$ cat src/rtl/rx_irq_ctrl.sv
module rx_irq_ctrl #(
  parameter int LVL_W    = 5,
  parameter int OVS      = 16,
  parameter int TO_CHARS = 4
) (
  input  logic             clk,
  input  logic             rst_n,
  input  logic             baud16_tick,
  input  logic [LVL_W-1:0] fifo_level,
  input  logic [LVL_W-1:0] trig_level,
  input  logic             fifo_wr,
  input  logic             fifo_rd,
  input  logic [1:0]       word_len,
  input  logic             parity_en,
  input  logic [3:0]       line_err,
  input  logic             lsr_rd,
  output logic             irq,
  output logic [2:0]       irq_id,
  output logic             none_pending
);
  localparam int MAX_BITS = 11;
  localparam int CNT_W    = $clog2(TO_CHARS * OVS * MAX_BITS + 1);
  localparam logic [2:0] ID_LS   = 3'b011;
  localparam logic [2:0] ID_DR   = 3'b010;
  localparam logic [2:0] ID_TO   = 3'b110;
  localparam logic [2:0] ID_NONE = 3'b000;

  logic [3:0]       frame_bits;
  logic [CNT_W-1:0] limit, idle_cnt;
  logic             above, held, access, to_evt;
  logic             above_q, dr_pend, to_pend, ls_pend;

  assign frame_bits = 4'd7 + {2'b00, word_len} + {3'b000, parity_en};
  assign limit      = CNT_W'(TO_CHARS * OVS * int'(frame_bits));
  assign above      = fifo_level >= trig_level;
  assign held       = fifo_level != '0;
  assign access     = fifo_rd | fifo_wr;
  assign to_evt     = baud16_tick && !access && held && (idle_cnt == limit - CNT_W'(1));

  always_ff @(posedge clk or negedge rst_n) begin
    if (!rst_n)                 idle_cnt <= '0;
    else if (access || !held)   idle_cnt <= '0;
    else if (to_evt)            idle_cnt <= '0;
    else if (baud16_tick)       idle_cnt <= idle_cnt + CNT_W'(1);
  end

  always_ff @(posedge clk or negedge rst_n) begin
    if (!rst_n) begin
      above_q <= 1'b0;
      dr_pend <= 1'b0;
      to_pend <= 1'b0;
      ls_pend <= 1'b0;
    end else begin
      above_q <= above;

      if (!above)                      dr_pend <= 1'b0;
      else if (!above_q || to_evt)     dr_pend <= 1'b1;
      else if (fifo_rd)                dr_pend <= 1'b0;

      if (fifo_rd || above)            to_pend <= 1'b0;
      else if (to_evt)                 to_pend <= 1'b1;

      if (|line_err)                   ls_pend <= 1'b1;
      else if (lsr_rd)                 ls_pend <= 1'b0;
    end
  end

  always_comb begin
    if (ls_pend)      irq_id = ID_LS;
    else if (dr_pend) irq_id = ID_DR;
    else if (to_pend) irq_id = ID_TO;
    else              irq_id = ID_NONE;
  end

  assign none_pending = !(ls_pend || dr_pend || to_pend);
  assign irq          = !none_pending;
endmodule

$ cat config.mk
export PLATFORM = sky130hd
export DESIGN_NAME = rx_irq_ctrl
export DESIGN_NICKNAME = d
export VERILOG_FILES = /design/src/rtl/rx_irq_ctrl.sv
export SDC_FILE = /design/constraint.sdc
export NUM_CORES = 1
export LEC_CHECK = 0
export ABC_AREA = 0
export ABC_CLOCK_PERIOD_IN_PS = 4500
export CORE_MARGIN = 2
export CORE_UTILIZATION = 50
export CTS_CLUSTER_DIAMETER = 150
export DETAILED_ROUTE_END_ITERATION = 7
export PLACE_DENSITY = 0.87
export RECOVER_POWER = 25
export SLEW_MARGIN = 20
export SYNTH_ARGS = -nofsm -noshare
export SYNTH_HDL_FRONTEND = slang
export SYNTH_SLANG_ARGS = --single-unit
$ cat constraint.sdc
create_clock -name clk -period 4.5 [get_ports clk]
set_clock_uncertainty 0.15 [all_clocks]
set_input_delay 0.9 -clock clk [delete_from_list [all_inputs] [get_ports clk]]
set_output_delay 0.9 -clock clk [all_outputs]
set_load 0.01 [all_outputs]
==> results.yml <==
routing:
  routedWlPerCell_um: 13.1
  first_pass_iters: 4
  drt_iter0_markers: 6
  wl_met3_um: 69
  drtAntennaViolNets: 0
  met2_wirelength_um: 1090
  drc: 0
  routed_wl_um: 2170
  top_layer: "met4"
  via_per_inst: 5.53
  met1Wirelength_um: 970
  vias: 912
global_route:
  gr-total-overflow: 0
  grt_max_degree: 19
  grt_pass1_vias: 880
  antenna_found_initial: 0
  grt_pass1_wl_um: 3640
  track_usage_pct: 19.4
timing:
  whs_ns: 0.410
  rsz0062_at_grt: "false"
  tns_ns: 0
  hold_viol_final: 0
  finalSetupViolations: 0
  layout_setup_ws_ns: 1.42
  timing.fmax_ghz: 0.325
  drv_slew: 0
  tightestPinTransition_ns: 0.625
  post-route-min-period_ns: 3.08
  slew_headroom_pct: 58.2
  fin_crit_sh_pct: 68.3
synth:
  synth-seq-cells: 14
  yosysSeqAreaShare_pct: 34.9
  synth_nets: 141
  synth.distinct_cells: 39
  ys_warn_count: 0
  synthFlopType: "dfrtp_1"
  avgSynthCellArea_um2: 9.13
  synth_edf_count: 0
  synthCells: 110
  async_flop_share_pct: 100
  synth_area_um2: 1000
setup_path:
  r2r-start: "idle_cnt[8]$_DFFE_PN0P_"
  startpoint: "word_len[0]"
  reg2reg_depth: 4
  rr_endpoint: "dr_pend$_DFFE_PN0P_"
  cp.required_ns: 4.55
  crit_type: "in -> reg"
  r2r_slack_ns: 2.81
  cp-start-kind: "primary input"
  crit_path_end_kind: "register"
  worstPathMaxFanout: 9
  worstPathArrival_ns: 3.13
clocking:
  clock-sinks: 14
  cts_root_buf: "clkbuf_4"
  clock_latency_ns: 0.28
  cts_setup_buffers: 0
  cts_hold_buf: 0
  ctsResizeCount: 0
  clk_pin_slew_ns: 0.08
  htreeDepth: 1
  cts_buffers: 3
  clockBufferDepth: 2
  cts_tree: "done"
floorplanning:
  dieHeight_um: 48.8
  core_um2: 1920
  ios: 28
  rows: 16
  die_x_um: 48.8
  die_area_um2: 2380
  start_util_pct: 52.3
min_path:
  hold_end: "dr_pend$_DFFE_PN0P_"
  hold_path_depth: 2
  hp-class: "reg -> reg"
  hp-start: "above_q$_DFF_PN0_"
layout:
  n_antenna_cell: 0
  final.fill_count: 169
  nets: 170
  seq_area_um2: 350
  drive_gt1_share_pct: 8.70
  multi_input_area_um2: 593
  area_delta_synth_final_pct: 32.3
  post-route-util_pct: 69.1
power_and_ir_drop:
  power_uw: 275
  p_leak_nw: 0.546
  power_density_nw_per_um2: 207
  ir_worst_vdd_uv: 163
place:
  portBuffers: 27
  dp_slack_ns: 1.11
  gp_congestion: 0.821
  place_hpwl_um: 1720
outcome:
  status: "finished, final reports clean"
job:
  maxCapViolations: 0
-- area by class of cell --
| class | instances | share of cell area (%) |
|---|---|---|
| Multi-Input combinational cell | 81 | 44.6 |
| Sequential cell | 14 | 26.4 |
| Timing Repair Buffer | 27 | 20.3 |
| Inverter | 12 | 3.39 |
| Clock buffer | 4 | 2.73 |
| Tap cell | 27 | 2.54 |
-- metrics by stage --
stage	instances	instance area, um2
final	165	1330
after detailed placement	161	1290
after global routing	165	1330
after global placement	161	1290
after floorplan	110	1000
after CTS	165	1330
-- Yosys cell counts (2+ instances only) --
library cell / n / area (um2)
o21ai_0: 4 / 20.0
nand3_1: 4 / 20.0
dfrtp_1: 14 / 350
a21oi_1: 6 / 30.0
nand2b_1: 5 / 31.3
nor3_1: 4 / 20.0
nor2_1: 8 / 30.0
inv_1: 12 / 45.0
o211ai_1: 2 / 15.0
o211ai_2: 2 / 25.0
nor4_1: 3 / 18.8
nand4_1: 4 / 25.0
xor2_1: 4 / 35.0
nand2_1: 6 / 22.5
nor3b_1: 2 / 15.0
ha_1: 7 / 87.6
-- critical path: stages --
cell and delay [ns]:
clkdlybuf4s50_1 0.46, inv_1 0.04, ha_1 0.33, fa_1 0.51, xor2_1 0.18, o211ai_2 0.21, o311a_1 0.39, nor3_2 0.11
-- where the power goes --
group          switching [mW]  internal [mW]  total [mW]
clock                  0.0413         0.0492      0.0905
sequential            0.00224          0.129       0.131
combinational          0.0232         0.0301      0.0534
-- metal layers --
| layer | GRT usage (%) | up-vias |
|---|---|---|
| met2 | 36.8 | 21 |
| met3 | 1.53 | 5 |
| met4 | 8.57 | 0 |
| li1 | - | 455 |
| met5 | 0 | - |
| met1 | 22.0 | 431 |
-- kinds of logic after synthesis --
logic type	after synthesis	synth area share, %
flops	14	34.9
simple gates	44	26.0
xor+xnor	5	4.36
buf+inv	15	6.10
fa+ha+maj	8	10.7
mux	2	2.12
compound gates	22	15.8
-- worst max path at each step --
stage,endpoint,slack (ns),cells past startpoint
after floorplan,dr_pend$_DFFE_PN0P_,1.76,7
after global placement,dr_pend$_DFFE_PN0P_,1.21,8
after detailed placement,dr_pend$_DFFE_PN0P_,1.11,8
after CTS,dr_pend$_DFFE_PN0P_,1.40,8
after global routing,dr_pend$_DFFE_PN0P_,1.32,8
final,dr_pend$_DFFE_PN0P_,1.42,8
-- cells in the final DEF (no fill, tap or decap), types with 2 or more instances in the layout --
master and instances:
nand2b_1 5, nand3_1 4, clkdlybuf4s50_1 26, nand2_1 6
clkbuf_4 3, inv_1 12, a21oi_1 6, nor2_1 8
o21ai_0 4, ha_1 7, dfrtp_1 14, xor2_1 4
nor3_1 4, o211ai_1 2, nor3b_1 2, nor4_1 3
nand4_1 4, o211ai_2 2
-- sequential cells by signal, summed over array words and instances, names as in the netlist --
signal	count
idle_cnt	10
to_pend	1
ls_pend	1
above_q	1
dr_pend	1
Power figures use the tool's default switching activity.
